## config.mk

```make
export PLATFORM = sky130hd
export DESIGN_NAME = seqcpu_core
export DESIGN_NICKNAME = d
export VERILOG_FILES = /design/src/rtl/seqcpu_pkg.sv /design/src/rtl/seqcpu_decoder.sv /design/src/rtl/seqcpu_regfile.sv /design/src/rtl/seqcpu_phase_fsm.sv /design/src/rtl/seqcpu_core.sv
export SDC_FILE = /design/constraint.sdc
export NUM_CORES = 1
export LEC_CHECK = 0
export ABC_CLOCK_PERIOD_IN_PS = 2400
export BUFFER_PORTS_ARGS = -buffer_cell sky130_fd_sc_hd__buf_4
export CORE_UTILIZATION = 25
export DETAILED_ROUTE_END_ITERATION = 8
export PLACE_DENSITY = 0.43
export SYNTH_ARGS = -nofsm -noshare
export SYNTH_HDL_FRONTEND = slang
export SYNTH_SLANG_ARGS = --single-unit
```

## constraint.sdc

```tcl
create_clock -name clk -period 2.4 [get_ports clk]
set_input_delay 0.12 -clock clk [delete_from_list [all_inputs] [get_ports clk]]
set_output_delay 0.12 -clock clk [all_outputs]
set_load 0.005 [all_outputs]
```

## src/rtl/seqcpu_pkg.sv

```systemverilog
package seqcpu_pkg;

    localparam int XLEN   = 16;
    localparam int NREG   = 8;
    localparam int RIDX_W = $clog2(NREG);
    localparam int OPC_W  = 4;
    localparam int NOPS   = 1 << OPC_W;
    localparam int MOFF_W = 6;
    localparam int BOFF_W = 12;

    typedef logic [XLEN-1:0]   word_t;
    typedef logic [RIDX_W-1:0] ridx_t;
    typedef logic [OPC_W-1:0]  opc_t;

    localparam opc_t OPC_BRANCH = 4'b0000;
    localparam opc_t OPC_ADD    = 4'b0001;
    localparam opc_t OPC_LOAD   = 4'b0110;
    localparam opc_t OPC_STORE  = 4'b0111;
    localparam opc_t OPC_HALT   = 4'b1111;

    typedef enum logic [3:0] {
        S_FETCH_MAR,
        S_FETCH_RD,
        S_FETCH_MDR,
        S_FETCH_IR,
        S_DECODE,
        S_EVAL,
        S_OPS_MAR,
        S_OPS_RD,
        S_OPS_MDR,
        S_EXEC,
        S_STORE,
        S_HALT
    } phase_e;

    typedef struct packed {
        logic [NOPS-1:0] sel;
        ridx_t           rd;
        ridx_t           ra;
        ridx_t           rb;
        word_t           off_mem;
        word_t           off_br;
    } dec_t;

    function automatic word_t sext_field(input word_t raw, input int unsigned w);
        word_t hi;
        hi = '1 << w;
        return raw[w-1] ? (raw | hi) : (raw & ~hi);
    endfunction

endpackage

```

## src/rtl/seqcpu_decoder.sv

```systemverilog
module seqcpu_decoder
    import seqcpu_pkg::*;
(
    input  word_t instr,
    output dec_t  dec
);

    logic [NOPS-1:0] sel;

    for (genvar g = 0; g < NOPS; g++) begin : g_sel
        assign sel[g] = (instr[XLEN-1 -: OPC_W] == opc_t'(g));
    end

    always_comb begin
        dec         = '0;
        dec.sel     = sel;
        dec.rd      = instr[11:9];
        dec.ra      = instr[8:6];
        dec.rb      = instr[2:0];
        dec.off_mem = sext_field(instr, MOFF_W);
        dec.off_br  = sext_field(instr, BOFF_W);
    end

endmodule

```

## src/rtl/seqcpu_regfile.sv

```systemverilog
module seqcpu_regfile #(
    parameter int NUM   = 8,
    parameter int W     = 16,
    localparam int IDX_W = $clog2(NUM)
) (
    input  logic             clk,
    input  logic             rst,
    input  logic             we,
    input  logic [IDX_W-1:0] waddr,
    input  logic [W-1:0]     wdata,
    input  logic [IDX_W-1:0] raddr_a,
    input  logic [IDX_W-1:0] raddr_b,
    output logic [W-1:0]     rdata_a,
    output logic [W-1:0]     rdata_b,
    output logic [NUM*W-1:0] dbg_flat
);

    logic [NUM-1:0][W-1:0] rf_q;

    always_ff @(posedge clk) begin
        if (rst) begin
            rf_q <= '0;
        end else begin
            for (int i = 0; i < NUM; i++) begin
                if (we && waddr == IDX_W'(i)) rf_q[i] <= wdata;
            end
        end
    end

    assign rdata_a = rf_q[raddr_a];
    assign rdata_b = rf_q[raddr_b];

    for (genvar g = 0; g < NUM; g++) begin : g_dbg
        assign dbg_flat[g*W +: W] = rf_q[g];
    end

    // a commanded write is visible in the addressed register next cycle
    p_write_lands_r4: assert property (@(posedge clk) disable iff (rst)
        we |=> rf_q[$past(waddr)] == $past(wdata));

    // without a write the whole file holds its contents
    p_no_spurious_write_r9: assert property (@(posedge clk) disable iff (rst)
        !we |=> $stable(rf_q));

endmodule

```

## src/rtl/seqcpu_phase_fsm.sv

```systemverilog
module seqcpu_phase_fsm
    import seqcpu_pkg::*;
(
    input  logic   clk,
    input  logic   rst,
    input  logic   is_load,
    input  logic   is_halt,
    output phase_e phase
);

    phase_e phase_q, phase_d;

    always_comb begin
        phase_d = phase_q;
        case (phase_q)
            S_FETCH_MAR: phase_d = S_FETCH_RD;
            S_FETCH_RD:  phase_d = S_FETCH_MDR;
            S_FETCH_MDR: phase_d = S_FETCH_IR;
            S_FETCH_IR:  phase_d = S_DECODE;
            S_DECODE:    phase_d = S_EVAL;
            S_EVAL:      phase_d = S_OPS_MAR;
            S_OPS_MAR:   phase_d = is_load ? S_OPS_RD : S_EXEC;
            S_OPS_RD:    phase_d = S_OPS_MDR;
            S_OPS_MDR:   phase_d = S_EXEC;
            S_EXEC:      phase_d = S_STORE;
            S_STORE:     phase_d = is_halt ? S_HALT : S_FETCH_MAR;
            S_HALT:      phase_d = S_HALT;
            default:     phase_d = S_FETCH_MAR;
        endcase
    end

    always_ff @(posedge clk) begin
        if (rst) phase_q <= S_FETCH_MAR;
        else     phase_q <= phase_d;
    end

    assign phase = phase_q;

    // decode is always entered straight from the instruction-register load
    p_decode_after_ir_r2: assert property (@(posedge clk) disable iff (rst)
        $changed(phase_q) && phase_q == S_DECODE |-> $past(phase_q) == S_FETCH_IR);

    // the memory read of the operand phase only happens for loads
    p_operand_read_load_r2: assert property (@(posedge clk) disable iff (rst)
        phase_q == S_OPS_RD |-> is_load);

    // the halted phase is never left without reset
    p_halt_sticky_r8: assert property (@(posedge clk) disable iff (rst)
        phase_q == S_HALT |=> phase_q == S_HALT);

endmodule

```

## src/rtl/seqcpu_core.sv

```systemverilog
module seqcpu_core
    import seqcpu_pkg::*;
(
    input  logic              clk,
    input  logic              rst,
    output logic [15:0]       mem_addr,
    output logic [15:0]       mem_wdata,
    output logic              mem_we,
    input  logic [15:0]       mem_rdata,
    output logic              halted,
    output logic [15:0]       dbg_pc,
    output logic [NREG*XLEN-1:0] dbg_regs
);

    phase_e phase;
    dec_t   dec;

    word_t pc_q, mar_q, mdr_q, ir_q;
    word_t opa_q, opb_q, ea_q, res_q;
    word_t rd_a, rd_b;

    logic is_add, is_load, is_store, is_branch, is_halt;
    logic rf_we;
    ridx_t rf_rb_sel;

    seqcpu_decoder i_decoder (
        .instr (ir_q),
        .dec   (dec)
    );

    assign is_add    = dec.sel[OPC_ADD];
    assign is_load   = dec.sel[OPC_LOAD];
    assign is_store  = dec.sel[OPC_STORE];
    assign is_branch = dec.sel[OPC_BRANCH];
    assign is_halt   = dec.sel[OPC_HALT];

    logic unused_sel;
    assign unused_sel = ^dec.sel;

    seqcpu_phase_fsm i_fsm (
        .clk     (clk),
        .rst     (rst),
        .is_load (is_load),
        .is_halt (is_halt),
        .phase   (phase)
    );

    assign rf_rb_sel = is_store ? dec.rd : dec.rb;
    assign rf_we     = (phase == S_STORE) && (is_add || is_load);

    seqcpu_regfile #(
        .NUM (NREG),
        .W   (XLEN)
    ) i_regfile (
        .clk      (clk),
        .rst      (rst),
        .we       (rf_we),
        .waddr    (dec.rd),
        .wdata    (res_q),
        .raddr_a  (dec.ra),
        .raddr_b  (rf_rb_sel),
        .rdata_a  (rd_a),
        .rdata_b  (rd_b),
        .dbg_flat (dbg_regs)
    );

    always_ff @(posedge clk) begin
        if (rst) begin
            pc_q  <= '0;
            mar_q <= '0;
            mdr_q <= '0;
            ir_q  <= '0;
            opa_q <= '0;
            opb_q <= '0;
            ea_q  <= '0;
            res_q <= '0;
        end else begin
            case (phase)
                S_FETCH_MAR: begin
                    mar_q <= pc_q;
                    pc_q  <= pc_q + word_t'(1);
                end
                S_FETCH_MDR: mdr_q <= mem_rdata;
                S_FETCH_IR:  ir_q  <= mdr_q;
                S_DECODE: begin
                    opa_q <= rd_a;
                    opb_q <= rd_b;
                end
                S_EVAL: begin
                    if (is_branch) ea_q <= pc_q + dec.off_br;
                    else           ea_q <= opa_q + dec.off_mem;
                end
                S_OPS_MAR: begin
                    if (is_load || is_store) mar_q <= ea_q;
                    if (is_store)            mdr_q <= opb_q;
                end
                S_OPS_MDR: mdr_q <= mem_rdata;
                S_EXEC: begin
                    if (is_add) res_q <= opa_q + opb_q;
                    else        res_q <= mdr_q;
                end
                S_STORE: begin
                    if (is_branch) pc_q <= ea_q;
                end
                default: ;
            endcase
        end
    end

    assign mem_addr  = mar_q;
    assign mem_wdata = mdr_q;
    assign mem_we    = (phase == S_EXEC) && is_store;
    assign halted    = (phase == S_HALT);
    assign dbg_pc    = pc_q;

    // the fetch step advances the PC by exactly one word
    p_pc_step_r3: assert property (@(posedge clk) disable iff (rst)
        phase == S_FETCH_MAR |=> pc_q == $past(pc_q) + word_t'(1));

    // the instruction register takes the fetched word from the data register
    p_ir_from_mdr_r2: assert property (@(posedge clk) disable iff (rst)
        phase == S_FETCH_IR |=> ir_q == $past(mdr_q));

    // a write is issued right after the address phase, to the computed address
    p_store_after_mar_r6: assert property (@(posedge clk) disable iff (rst)
        mem_we |-> $past(phase) == S_OPS_MAR && mem_addr == $past(ea_q));

    // once halted, the PC is frozen and memory is never written
    p_halt_frozen_r8: assert property (@(posedge clk) disable iff (rst)
        halted |=> $stable(pc_q) && !mem_we);

    // the first cycle after reset fetches from address zero
    p_reset_pc_r1: assert property (@(posedge clk)
        rst |=> pc_q == '0 && !halted);

endmodule

```

# == After elaboration in Yosys (flattened, before gate mapping) ==
# Cells that the tools add are included.
# totals
reg_bits,260
in_bits,18
output_inout_bits,178
word_cells,88
# classes
addsub,4
n_lt_le_gt_ge,2
n_eq_ne,25
mux,18
reduce_logical,22
# op_table
operator,count
16-bit 2-to-1 mux,9
16-bit binary-select mux with 3-bit select,2
16-bit case mux with 2 select lines,3
16-bit adder,3
4-bit case mux with 12 select lines,1
"4-bit by 3-bit == test with 1-bit output, second input constant",6
"4-bit == test, second input constant",5
"16-bit by 1-bit adder with 16-bit output, second input constant",1
"3-bit == test, second input constant",4
1-bit logical AND,10
"4-bit by 1-bit == test with 1-bit output, second input constant",2
"4-bit by 2-bit == test with 1-bit output, second input constant",2
4-bit logical NOT,2
"3-bit by 4-bit less-than comparator with 1-bit output, second input constant",2
4-bit 2-to-1 mux,2
"3-bit by 2-bit == test with 1-bit output, second input constant",2
"2-bit != test, second input constant",3
2-bit AND reduction,3
2-bit nonzero test,3
"3-bit by 1-bit == test with 1-bit output, second input constant",1
3-bit logical NOT,1
3-bit 2-to-1 mux,1
1-bit logical OR,2
2-bit OR reduction,1

# == Longest topological paths before layout ==
# depth
depth_word,4
ltp_mapped,10
ltp_nobuf,9

# == By module ==
# From an unflattened synthesis, not the netlist that was laid out.
# unflattened
cells_unflattened,1741
hier_area_um2,15320.9
# modules_own_cells
module,instances,cells_per_inst,area_per_inst_um2,seq_area_each_um2
seqcpu_core,1,950,7624.8,2562.5
seqcpu_regfile,1,705,6889.1,2562.5
seqcpu_decoder,1,61,584.3,0.0
seqcpu_phase_fsm,1,25,222.7,80.1

# == Least setup slack after synthesis ==
# Ideal clock, no wire load.
# synth_timing
path_type,register -> register
start,register opa_q[0]
end,register res_q[10]
setup_time_ns,0.086
t_arrival_ns,2.509
required_ns,2.314
setup_slack_ns,-0.194
path_stages_with_launch,10
path_buffers,0
synth_period_minus_slack_ns,2.594
cell_sequence,dfxtp_1 -> ha_1 -> fa_1 -> a211o_1 -> a2111oi_0 -> o31ai_1 -> a21oi_1 -> xnor2_1 -> mux2i_1 -> a211oi_1
# synth_between
elab_chain_cells,2
# synth_rtl
item,line,text
start: declaration,seqcpu_core.sv:19,"word_t opa_q, opb_q, ea_q, res_q;"
start signal: assignment,seqcpu_core.sv:86,opa_q <= rd_a;
16-bit adder,seqcpu_core.sv:99,if (is_add) res_q <= opa_q + opb_q;
16-bit 2-to-1 mux,seqcpu_core.sv:99,
end signal: assignment,seqcpu_core.sv:99,
end signal: assignment,seqcpu_core.sv:100,else res_q <= mdr_q;
end: declaration,seqcpu_core.sv:19,
# No other way between the ends.
# A chain may end at the register's enable or synchronous reset.

# == Final worst setup path ==
# layout_timing
start,register opa_q[0]
end,register ea_q[8]
# layout_between
elab_chain_cells,2
# layout_rtl
item,line,text
16-bit adder,seqcpu_core.sv:91,else ea_q <= opa_q + dec.off_mem;
16-bit 2-to-1 mux,seqcpu_core.sv:90,if (is_branch) ea_q <= pc_q + dec.off_br;
end signal: assignment,seqcpu_core.sv:90,
end signal: assignment,seqcpu_core.sv:91,
end: declaration,seqcpu_core.sv:19,
# No other way between the ends.

==> impl_metrics.ini <==
[min_path]
hold_path_end = i_fsm.phase[3]$_SDFF_PP0_
hp-class = in2reg
hold_depth = 2
min_from = rst

[sta]
whs_ps = 131.9
slew_violations = 0
worst_pin_slew_ps = 603.7
hold_violations = 0
fin_crit_sh_pct = 103.7
setup_ws_ps = -87.63
relSlewSlack_pct = 59.65
setup_viol = 4
fin_skew_ps = 32.06
clock.fmax_mhz = 402.0
rsz0062_at_grt = yes
period_needed_ps = 2488

[cells_and_area]
final-seq-area_um2 = 5216
syn2layout_area_growth_pct = 32.69
final_common_cell = nand2_1
layout-drive-gt1-share_pct = 24.31
fin_nets = 2076
multi_input_area_um2 = 8812
diodes = 0
mostFrequentLayoutCells = nand2_1 (370), buf_4 (319), dfxtp_1 (251)
n_fill_cell = 5959
fin_util_pct = 33.75

[worst_setup_path]
reg2reg_depth = 10
path_class = reg2reg
start_kind = flop
cp_common_cell = a21o_1
crit_arrival_ps = 2890
r2r-end = ea_q[8]$_SDFFE_PP0P_
slowest_stage = a2111o_1
crit_path_max_incr_delay_ps = 450
ff2ff_setup_slack_ps = -90
cp_cell_sequence = buf_6, ha_4, fa_2, a21o_1, a21o_1, a2111o_1, a31oi_1, xnor2_1, a211oi_1, nor3_1
crit_path_max_fanout = 2
endpoint_kind = flop
cp.required_ps = 2800
r2r_start = opa_q[0]$_SDFFE_PP0P_

[yosys]
synth-seq-area-share_pct = 36.15
netlist_instances = 1754
synth_ff_type = dfxtp_1
synth_area_um2 = 14400
yosys_warnings = 0
ys_types = 67
syn_nets = 1821
synth_edf_count = 0
synth_seq_cells = 260
synth_area_per_cell_um2 = 8.208
async_flop_share_pct = 0

[floorplan]
io_pins = 196
dieWidth_um = 242.0
core_area_um2 = 56600
start_util_pct = 25.44
die_y_um = 242.0
die-area_um2 = 58550
num_rows = 87

[power_and_ir_drop]
peakVddDrop_uv = 333.5
p_leak_nw = 7.461
power_mw = 10.79
power.density_nw_per_um2 = 564.6

[placed_design]
portBuffers = 195
gp_congestion = 0.8114
preCtsSetupSlack_ps = -231.5
hpwlAfterDp_mm = 39.78

[outcome]
outcome = finished with violations
violations = setup timing

[clock_network]
worstSkewPairLatency_ps = 560
cts_sinks = 260
clkTransAtPathRegs_ps = 60
cts_made_buffers = 34
tritoncts = yes
root_buffer = clkbuf_16
clock_path_buffers = 3
htreeDepth = 2

[route]
drt_wl_total_mm = 53.58
drtAntennaViolNets = 0
wire_per_inst_um = 19.22
drt_iter0_drc = 769
drc_errors = 0
vias = 13910
viasPerCell = 4.989
firstDrtPassIters = 5

[grt]
antenna_found_initial = 1
grtUsageTotal_pct = 17.94
grt_first_pass_wirelength_mm = 82.66
grt_pass1_vias = 13390
grt-ovfl-total = 0
grt_max_degree = 85

[run]
drv_cap = 0
==> worst max path at each step <==
stage	startpoint	endpoint	slack (ps)	cells after the start
2_1_floorplan	opa_q[0]$_SDFFE_PP0P_	res_q[12]$_SDFFE_PP0N_	6	9
3_3_place_gp	opa_q[0]$_SDFFE_PP0P_	res_q[12]$_SDFFE_PP0N_	-190	9
3_5_place_dp	opa_q[0]$_SDFFE_PP0P_	res_q[10]$_SDFFE_PP0N_	-230	9
4_1_cts	opa_q[0]$_SDFFE_PP0P_	res_q[12]$_SDFFE_PP0N_	-80	9
5_1_grt	opa_q[0]$_SDFFE_PP0P_	ea_q[8]$_SDFFE_PP0P_	-190	10
6_report	opa_q[0]$_SDFFE_PP0P_	ea_q[8]$_SDFFE_PP0P_	-90	10
==> per-layer routing <==
layer	part of all wire [%]	global-route usage, %	up-vias
li1	-	-	6804
met1	49	25.72	6657
met2	44	28.03	371
met3	5.0	2.670	75
met4	2.0	4.319	2
met5	0.024	0	-
==> cells by family after synthesis <==
logic type               after synthesis  synth area share, %
XOR/XNOR                              31                1.886
AND/OR/NAND/NOR                      637                18.96
multiplexers                         141                12.84
AO/OA/AOI/OAI                        488                21.33
flip-flops                           260                36.15
adder cells (fa/ha/maj)               49                4.415
buffers and inverters                148                4.423
==> report_power, final <==
part,internal (mW),switching (mW)
clock,3.20,2.08
combinational,0.409,0.533
sequential,4.43,0.130
total,8.04,2.74
==> cell usage after synthesis, types with 21 or more instances <==
cell / number / area share, %
nor2b_1: 26 / 1.1
nor2_1: 139 / 3.6
o21ai_0: 41 / 1.4
nor3_1: 27 / 0.94
a311oi_1: 21 / 1.3
mux4_2: 32 / 5.0
ha_1: 46 / 4.0
xnor2_1: 22 / 1.3
buf_2: 25 / 0.87
a21oi_1: 221 / 7.7
a211o_1: 22 / 1.3
nand2_1: 370 / 9.6
clkbuf_1: 103 / 2.7
mux2i_1: 91 / 6.3
dfxtp_1: 260 / 36
a211oi_1: 89 / 4.6
o211ai_1: 25 / 1.3
==> state kept, by name, indices dropped and copies added, names as in the netlist <==
name	cells
mem_addr	16
mem_wdata	16
opb_q	16
dbg_pc	16
ea_q	16
ir_q	16
i_regfile.dbg_flat	128
i_fsm.phase	4
res_q	16
opa_q	16
==> cell type report <==
type	instances	area share, %
Inverter	11	0.2161
Multi-Input combinational cell	1346	46.13
Tap cell	756	4.951
Timing Repair Buffer	356	15.45
Sequential cell	260	27.30
Clock buffer	52	5.226
Clock inverter	7	0.7270
==> through the flow <==
step                instance area, um^2  std cells  setup TNS, ps
floorplan                         14420       1754              0
global placement                  17570       2707         -849.4
detailed placement                17570       2707          -1019
CTS                               18950       2785         -328.3
global route                      19100       2788         -979.6
finish                            19100       2788         -173.9
==> worst max-delay path: cells and delay by family (launching register included) <==
family                     cells  cell delay (ps)
AOI/OAI and AO/OA              5             1230
xor gates and xnor gates       1              110
adders and majority gates      2              480
buffers and inverters          1              120
DFF                            1              340
and+or+nand+nor                1               60
==> repair_timing <==
item / in CTS / in global routing
resized for setup: 15 / 33
endpoints found under the hold margin: 16 / 0
pin swaps: 12 / 21
hold buffers: 16 / 0
cloned: 0 / 0
setup endpoints to repair: 9 / 58
buffers inserted: 3 / 3
(Power assumes the default switching activity.)
